$ cat config.mk
export PLATFORM = sky130hd
export DESIGN_NAME = alt_pwm_top
export DESIGN_NICKNAME = d
export VERILOG_FILES = /design/src/rtl/alt_pwm_pkg.sv /design/src/rtl/pwm_timebase.sv /design/src/rtl/pwm_duty.sv /design/src/rtl/pwm_trip.sv /design/src/rtl/alt_pwm_top.sv
export SDC_FILE = /design/constraint.sdc
export NUM_CORES = 1
export LEC_CHECK = 0
export BUFFER_PORTS_ARGS = -buffer_cell sky130_fd_sc_hd__clkbuf_2
export CORE_ASPECT_RATIO = 1.4
export CORE_UTILIZATION = 45
export DETAILED_ROUTE_END_ITERATION = 16
export PLACE_DENSITY_LB_ADDON = 0.15
export SKIP_LAST_GASP = 1
export SLEW_MARGIN = 20
export SYNTH_ARGS = -nofsm -noshare
export SYNTH_HDL_FRONTEND = slang
export SYNTH_SLANG_ARGS = --single-unit
$ cat constraint.sdc
create_clock -name clk_i -period 2.8 [get_ports clk_i]
set_input_delay 0.14 -clock clk_i [delete_from_list [all_inputs] [get_ports clk_i]]
set_output_delay 0.14 -clock clk_i [all_outputs]
set_load 0.03 [all_outputs]
$ cat src/rtl/alt_pwm_pkg.sv
package alt_pwm_pkg;

    typedef enum logic {
        PH_A = 1'b0,
        PH_B = 1'b1
    } phase_e;

    typedef struct packed {
        logic meta;
        logic sync;
        logic held;
    } trip_st_t;

endpackage

$ cat src/rtl/pwm_timebase.sv
module pwm_timebase #(
    parameter int CNT_W = 8
) (
    input  logic             clk_i,
    input  logic             rst_ni,
    input  logic             en_i,
    input  logic [CNT_W-1:0] period_i,
    output logic [CNT_W-1:0] cnt_o,
    output logic             roll_o
);
    localparam logic [CNT_W-1:0] ONE = CNT_W'(1);

    typedef struct packed {
        logic [CNT_W-1:0] cnt;
    } tb_st_t;

    tb_st_t st_d, st_q;
    logic [CNT_W-1:0] last;

    always_comb begin
        last   = (period_i <= ONE) ? '0 : period_i - ONE;
        roll_o = en_i && (st_q.cnt >= last);
        st_d   = st_q;
        if (!en_i || roll_o) begin
            st_d.cnt = '0;
        end else begin
            st_d.cnt = st_q.cnt + ONE;
        end
    end

    always_ff @(posedge clk_i or negedge rst_ni) begin
        if (!rst_ni) begin
            st_q <= '0;
        end else begin
            st_q <= st_d;
        end
    end

    assign cnt_o = st_q.cnt;


    count_step_chk: assert property (@(posedge clk_i) disable iff (!rst_ni)
        (en_i && !roll_o) |=> (st_q.cnt == $past(st_q.cnt) + ONE));

endmodule

$ cat src/rtl/pwm_duty.sv
module pwm_duty #(
    parameter int CNT_W = 8
) (
    input  logic             clk_i,
    input  logic             rst_ni,
    input  logic [CNT_W-1:0] period_i,
    input  logic [CNT_W-1:0] duty_i,
    input  logic             duty_wr_i,
    input  logic             preload_i,
    input  logic             roll_i,
    input  logic [CNT_W-1:0] cnt_i,
    output logic             req_o
);
    localparam logic [CNT_W-1:0] ONE = CNT_W'(1);

    typedef struct packed {
        logic [CNT_W-1:0] shadow;
        logic [CNT_W-1:0] cmp;
    } duty_st_t;

    duty_st_t st_d, st_q;
    logic [CNT_W-1:0] cmp_eff;
    logic [CNT_W-1:0] last;

    always_comb begin
        st_d = st_q;
        if (duty_wr_i) begin
            st_d.shadow = duty_i;
            if (!preload_i) begin
                st_d.cmp = duty_i;
            end
        end
        if (preload_i && roll_i) begin
            st_d.cmp = duty_wr_i ? duty_i : st_q.shadow;
        end
        last    = (period_i <= ONE) ? '0 : period_i - ONE;
        cmp_eff = (st_q.cmp >= period_i) ? last : st_q.cmp;
        req_o   = cnt_i < cmp_eff;
    end

    always_ff @(posedge clk_i or negedge rst_ni) begin
        if (!rst_ni) begin
            st_q <= '0;
        end else begin
            st_q <= st_d;
        end
    end


    preload_hold_chk: assert property (@(posedge clk_i) disable iff (!rst_ni)
        (preload_i && !roll_i) |=> $stable(st_q.cmp));


    direct_load_chk: assert property (@(posedge clk_i) disable iff (!rst_ni)
        (duty_wr_i && !preload_i) |=> (st_q.cmp == $past(duty_i)));


    last_low_chk: assert property (@(posedge clk_i) disable iff (!rst_ni)
        roll_i |-> !req_o);

endmodule

$ cat src/rtl/pwm_trip.sv
module pwm_trip (
    input  logic clk_i,
    input  logic rst_ni,
    input  logic en_i,
    input  logic trip_i,
    input  logic roll_i,
    output logic block_o
);
    import alt_pwm_pkg::*;

    trip_st_t st_d, st_q;

    always_comb begin
        st_d.meta = trip_i;
        st_d.sync = st_q.meta;
        if (!en_i || roll_i) begin
            st_d.held = 1'b0;
        end else begin
            st_d.held = st_q.held | st_q.sync;
        end
        block_o = st_q.sync | st_q.held;
    end

    always_ff @(posedge clk_i or negedge rst_ni) begin
        if (!rst_ni) begin
            st_q <= '0;
        end else begin
            st_q <= st_d;
        end
    end


    trip_hold_chk: assert property (@(posedge clk_i) disable iff (!rst_ni)
        (en_i && st_q.sync && !roll_i) |=> block_o);

endmodule

$ cat src/rtl/alt_pwm_top.sv
module alt_pwm_top #(
    parameter int CNT_W = 8
) (
    input  logic             clk_i,
    input  logic             rst_ni,
    input  logic             en_i,
    input  logic [CNT_W-1:0] period_i,
    input  logic [CNT_W-1:0] duty_i,
    input  logic             duty_wr_i,
    input  logic             preload_i,
    input  logic             trip_i,
    output logic             out_a_o,
    output logic             out_b_o,
    output logic             phase_o,
    output logic             upd_o,
    output logic             err_o
);
    import alt_pwm_pkg::*;

    logic [CNT_W-1:0] cnt;
    logic             roll;
    logic             req;
    logic             blk;
    logic             pulse;
    phase_e           phase_d, phase_q;

    pwm_timebase #(.CNT_W(CNT_W)) i_timebase (
        .clk_i    (clk_i),
        .rst_ni   (rst_ni),
        .en_i     (en_i),
        .period_i (period_i),
        .cnt_o    (cnt),
        .roll_o   (roll)
    );

    pwm_duty #(.CNT_W(CNT_W)) i_duty (
        .clk_i     (clk_i),
        .rst_ni    (rst_ni),
        .period_i  (period_i),
        .duty_i    (duty_i),
        .duty_wr_i (duty_wr_i),
        .preload_i (preload_i),
        .roll_i    (roll),
        .cnt_i     (cnt),
        .req_o     (req)
    );

    pwm_trip i_trip (
        .clk_i   (clk_i),
        .rst_ni  (rst_ni),
        .en_i    (en_i),
        .trip_i  (trip_i),
        .roll_i  (roll),
        .block_o (blk)
    );

    always_comb begin
        phase_d = phase_q;
        if (!en_i) begin
            phase_d = PH_A;
        end else if (roll) begin
            phase_d = (phase_q == PH_A) ? PH_B : PH_A;
        end
        pulse   = en_i && req && !blk;
        out_a_o = pulse && (phase_q == PH_A);
        out_b_o = pulse && (phase_q == PH_B);
        err_o   = out_a_o && out_b_o;
        phase_o = phase_q;
        upd_o   = roll;
    end

    always_ff @(posedge clk_i or negedge rst_ni) begin
        if (!rst_ni) begin
            phase_q <= PH_A;
        end else begin
            phase_q <= phase_d;
        end
    end


    phase_toggle_chk: assert property (@(posedge clk_i) disable iff (!rst_ni)
        upd_o |=> (phase_o != $past(phase_o)));


    a_then_b_chk: assert property (@(posedge clk_i) disable iff (!rst_ni)
        out_a_o |=> !out_b_o);


    b_then_a_chk: assert property (@(posedge clk_i) disable iff (!rst_ni)
        out_b_o |=> !out_a_o);


    idle_phase_chk: assert property (@(posedge clk_i) disable iff (!rst_ni)
        !en_i |=> (phase_o == PH_A));


    trip_quiet_chk: assert property (@(posedge clk_i) disable iff (!rst_ni)
        blk |-> (!out_a_o && !out_b_o));

endmodule

==> results of run 1 <==
## path summary, 6_finish.rpt
kind | end | from | cells after the start
min in group asynchronous | i_duty.st_q[9] | rst_ni | 2
min | i_duty.st_q[0] | duty_i[0] | 3
max | out_a_o | i_duty.st_q[2] | 12
max reg2reg | i_duty.st_q[1] | i_timebase.cnt_o[0] | 8
min reg2reg | i_trip.st_q[1] | i_trip.st_d[1] | 0
max in group asynchronous | i_duty.st_q[3] | rst_ni | 2
## cell usage after synthesis, types with 2 or more instances
master,n
ha_1,26
buf_2,2
nand2b_1,3
nand2_1,15
dfrtp_1,28
inv_1,25
clkbuf_1,2
xnor2_1,6
xor2_1,4
o21ai_0,5
o21a_1,2
or3_1,3
nor2b_1,2
a21o_1,2
nor3_1,4
a31oi_1,2
nor2_1,20
nand3_1,7
mux2i_1,12
o311ai_0,8
a21oi_1,8
o211ai_1,8
## logic make-up (layout without fill, tap and decap cells)
family,after synthesis,after routing,synth area share
simple gates,61,61,0.154
compound gates,46,47,0.165
buf+inv,32,82,0.0658
flops,28,28,0.344
fa+ha+maj,26,26,0.160
mux,13,13,0.0664
xor+xnor,10,10,0.0430
other cells,1,1,0.00184
## through the flow
stage	setup slack [ns]	setup TNS (ns)
floorplan	-0.0922	-0.151
detailed placement	-0.487	-0.962
CTS	-0.490	-0.978
global placement	-0.445	-0.901
finish	-0.462	-0.911
global route	-0.619	-1.21
## power by group through the flow
stage / clock network [W] / logic [W] / registers [W]
final: 0.000314 / 0.000398 / 0.000460
after CTS: 0.000322 / 0.000384 / 0.000461
after global placement: 0 / 0.000318 / 0.000467
after floorplan: 0 / 0.000213 / 0.000463
after detailed placement: 0 / 0.000325 / 0.000469
after global routing: 0.000340 / 0.000440 / 0.000464
## repair_timing
action,CTS,global route
setup endpoints to repair,2,3
hold buffers,2,0
cloned,1,0
pin swaps,10,10
resized for setup,17,6
setup buffers,2,1
endpoints found under the hold margin,29,0
## registers in the layout (all words and copies together), names as in the netlist
register	cells
i_duty.st_q	16
i_timebase.cnt_o	8
i_trip.st_d	1
i_trip.st_q	2
phase_o	1
## layer usage
layer  vias up  track usage  routed length (um)
met5         -            0                   0
li1        878            -                   -
met2        28        0.397                2460
met1       812        0.252                2010
met3        14       0.0252                 127
met4         0       0.0905                 147
## area by class of cell
class	instances	area, um^2	share of cell area
sequential	28	701	0.266
clock inverter	1	30.0	0.0114
tap	60	75.1	0.0285
timing repair buffer	53	358	0.136
multi-input combinational	158	1340	0.507
inverter	25	93.8	0.0356
clock buffer	3	41.3	0.0157
## critical path, stage by stage (launching register included)
cell and delay, ns:
dfrtp_1 0.40, ha_2 0.18, or4_4 0.54, a21oi_4 0.21, o31ai_4 0.14, buf_4 0.17
mux2i_1 0.12, ha_1 0.31, nand3_2 0.07, nor2_2 0.04, o311a_1 0.19, nor4b_4 0.28
clkbuf_8 0.20
==> out/qor.csv, run 1 <==
metric,value,unit
CTS buffer count,3,
Starting Density,0.476,
Overflow after GRT,0,
core area,0.00427,mm^2
max-cap violation count,0,
Area growth syn-to-layout,29.4,%
Synthesis Warnings,0,
Slew HR,0.539,
most frequent cells in the layout,"28 x dfrtp_1, 26 x buf_4, 25 x inv_1",
internal reg-to-reg setup slack,0.74,ns
Yosys top cell by area,dfrtp_1,
Max Fclk,0.307,GHz
dpl cells,319,
CTS HTree Levels,1,
Post-synth EDFFs,0,
worst endpoint data arrival time,3.12,ns
final WL,4.75,mm
PortBufs,25,
DP Wirelength,3.74,mm
Synth area leaders,"dfrtp_1 34%, ha_1 16%, mux2i_1 5.9%",
Switch Pwr,0.000351,W
RSZ-0062 raised after global routing,yes,
full die area,0.00480,mm^2
Post-Syn Nets,265,
Pwr Total,0.00117,W
"Req. time, crit path",2.66,ns
utilization after layout,0.616,
FP Rows,28,
Final Worst Setup Slack,-0.462,ns
library cells used by synthesis,45,
drt first pass iters,4,
Yosys top cell area share,0.344,
Mapped Area,0.00204,mm^2
initial antenna violation count,0,
register area share after synthesis,0.344,
fin crit share,1.16,
final hold vios,0,
crit path time final,3.26,ns
Clock Latency Late Sink,0.28,ns
crit path max fanout,5,
gpl congestion,0.882,
Setup crit end kind,output port,
Final Non-Filler Cells,328,
first-pass GRT wire length,7.85,mm
Hold/Removal Path Class,input port to flop,
vias per cell,5.28,
Mean Syn Cell Area,9.38,um^2
Top-Level Pins,27,
CTS root buffer,clkbuf_8,
WHS,0.0981,ns
placed inst area,0.00241,mm^2
sw frac,0.299,
largest net degree at the start of global routing,29,
clock buffer depth,2,
share of cells above drive strength 1,0.295,
failing checks,setup timing,
CTS sink count,28,
Post-synth ARST share,1.00,
"Slew Viols, Final",0,
Final #Nets,317,
Int Pwr,0.000821,W
fill count,410,
"Top FF cell, synth",dfrtp_1,
Comb pwr share,0.340,
routed length per instance,14.5,um
register share of total power,0.392,
ANT cells,0,
Die H,81.6,um
clock input transition at the sequential cells of the worst setup and hold paths,0.10,ns
peak supply drop,0.000361,V
synthesized flop and latch total,28,
Syn Inst Count,217,
All-Layer GR Usage,0.217,
# DRC,0,
Crit Path Class,flop to output port,
die width,58.8,um
crit path launch type,flop,
Clock Skew,0.0103,ns
outcome,finished with violations,
Slew @ Worst Pin,0.692,ns
initial DRC count,36,
PwrDens,445,mW/mm^2
DRT antenna net count,0,
"most common cell after layout, fill and taps aside",dfrtp_1,
vias in the first global route,1736,
routed via count,1732,
LEAKAGE,1.28,nW
CTS tree,yes,
post-route cell area,0.00263,mm^2
count of final setup violators,2,
Clk pwr share,0.268,
Power figures use the tool's default switching activity.
==> run 2: changes to the inputs <==
--- a/config.mk
+++ b/config.mk
@@ -5,7 +5,7 @@
 export SDC_FILE = /design/constraint.sdc
 export NUM_CORES = 1
 export LEC_CHECK = 0
-export BUFFER_PORTS_ARGS = -buffer_cell sky130_fd_sc_hd__clkbuf_2
+export BUFFER_PORTS_ARGS = -buffer_cell sky130_fd_sc_hd__buf_2
 export CORE_ASPECT_RATIO = 1.4
 export CORE_UTILIZATION = 45
 export DETAILED_ROUTE_END_ITERATION = 16
==> out/qor.csv, run 2 (synthesis gave the netlist of run 1 again) <==
metric,value,unit
CTS root buffer,clkbuf_8,
first-pass GRT wire length,7.30,mm
peak supply drop,0.000357,V
Starting Density,0.476,
DP Wirelength,3.64,mm
vias in the first global route,1606,
full die area,0.00480,mm^2
FP Rows,28,
"most common cell after layout, fill and taps aside",buf_4,
share of cells above drive strength 1,0.270,
count of final setup violators,2,
Die H,81.6,um
"Req. time, crit path",2.66,ns
Hold/Removal Path Class,input port to flop,
most frequent cells in the layout,"29 x buf_4, 28 x dfrtp_1, 25 x inv_1",
largest net degree at the start of global routing,29,
Final #Nets,319,
CTS buffer count,3,
CTS tree,yes,
Overflow after GRT,0,
worst r2r src,i_timebase.cnt_o[2],
Clock Skew,0.00230,ns
worst endpoint data arrival time,3.08,ns
CTS HTree Levels,1,
Worst Hold Path EP,i_duty.st_q[7],
crit path max fanout,5,
routed via count,1725,
PwrDens,416,mW/mm^2
placed inst area,0.00243,mm^2
core area,0.00427,mm^2
final hold vios,0,
CTS sink count,28,
Clock Latency Late Sink,0.28,ns
Biggest register,i_duty.st_q,
clock buffer depth,2,
fin crit share,1.15,
initial DRC count,47,
gpl congestion,0.841,
hold_sp,duty_i[7],
ANT cells,0,
final WL,4.42,mm
Top-Level Pins,27,
Crit Path Class,flop to output port,
Max Fclk,0.311,GHz
outcome,finished with violations,
Slew HR,0.583,
RSZ-0062 raised after global routing,yes,
LEAKAGE,1.28,nW
post-route cell area,0.00257,mm^2
Critical-path top delay cell,or4_4,
Setup TNS,-0.823,ns
routed length per instance,13.4,um
drt first pass iters,4,
crit path launch type,flop,
initial antenna violation count,0,
worst stage delay on the critical path,0.54,ns
Area growth syn-to-layout,26.4,%
max-cap violation count,0,
clock input transition at the sequential cells of the worst setup and hold paths,0.09,ns
# DRC,0,
"Slew Viols, Final",0,
vias per cell,5.23,
Setup crit end kind,output port,
reg2reg end,i_duty.st_q[4],
PortBufs,25,
die width,58.8,um
max reg flops,16,
Slew @ Worst Pin,0.626,ns
failing checks,setup timing,
All-Layer GR Usage,0.202,
worst hold stages,3,
DRT antenna net count,0,
Reg2Reg Depth,7,
Final Worst Setup Slack,-0.416,ns
Pwr Total,0.00107,W
worst slack at placement,-0.336,ns
crit-path cells,ha_2 > or4_4 > a21oi_4 > o31ai_4 > mux2_4 > ha_4 > a21o_1 > a21oi_2 > o211a_1 > nor4b_4 > buf_4,
internal reg-to-reg setup slack,0.77,ns
crit path time final,3.22,ns
[run 2: cell count changes in the layout (fill, tap and decap cells not counted), sizes merged]
cell / change
buf: +27
clkbuf: -24
bufinv: -1
[run 2: how the worst max path moves through the flow]
stage | start | to | slack (ns)
2_1_floorplan | i_duty.st_q[2] | out_a_o | -0.09
3_3_place_gp | i_duty.st_q[3] | out_a_o | -0.27
3_5_place_dp | i_duty.st_q[2] | out_b_o | -0.34
4_1_cts | i_duty.st_q[2] | out_a_o | -0.42
5_1_grt | i_duty.st_q[4] | out_a_o | -0.56
6_report | i_duty.st_q[2] | out_a_o | -0.42
[run 2: repair_timing]
item,in CTS,in global routing
pin swaps,1,5
endpoints found under the hold margin,29,0
endpoints found under the setup margin,2,2
gates resized for setup,5,5
buffers inserted,1,1
gates cloned,0,1
hold buffers,2,0
[run 2: metrics by stage]
stage                     utilization  instances  hold WS (ns)
after floorplan                     -        217        -0.156
after global placement          0.568        321         0.190
after detailed placement        0.568        321         0.194
after CTS                       0.593        328        0.0898
after global routing            0.602        330         0.109
final                           0.602        330        0.0942
[run 2: cell type report]
cell class	instances	area, um^2
sequential	28	701
inverter	25	93.8
multi-input combinational	158	1280
fill	394	1700
tap	60	75.1
clock buffer	4	55.1
timing repair buffer	55	364
[run 2: metal layers]
metal  part of all wire  track usage  vias up
li1                   -            -      885
met1               0.44        0.248      811
met2               0.52        0.358       22
met3              0.022       0.0189        7
met4              0.019       0.0786        0
met5                  0            0        -
[run 2: report_power, final]
part | internal, W | switching (W) | leakage [nW] | total, W
combinational | 0.000177 | 0.000184 | 0.899 | 0.000360
sequential | 0.000438 | 0.0000213 | 0.352 | 0.000459
clock | 0.000126 | 0.000124 | 0.0288 | 0.000250
total | 0.000740 | 0.000329 | 1.28 | 0.00107
[run 2: worst max-delay path, delay by kind of cell (launching register included)]
| kind | cells | cell delay (ns) |
|---|---|---|
| adder cells (fa/ha/maj) | 2 | 0.40 |
| buffers and inverters | 1 | 0.19 |
| multiplexers | 1 | 0.34 |
| AO/OA/AOI/OAI | 5 | 0.75 |
| AND/OR/NAND/NOR | 2 | 0.72 |
| flip-flops | 1 | 0.40 |
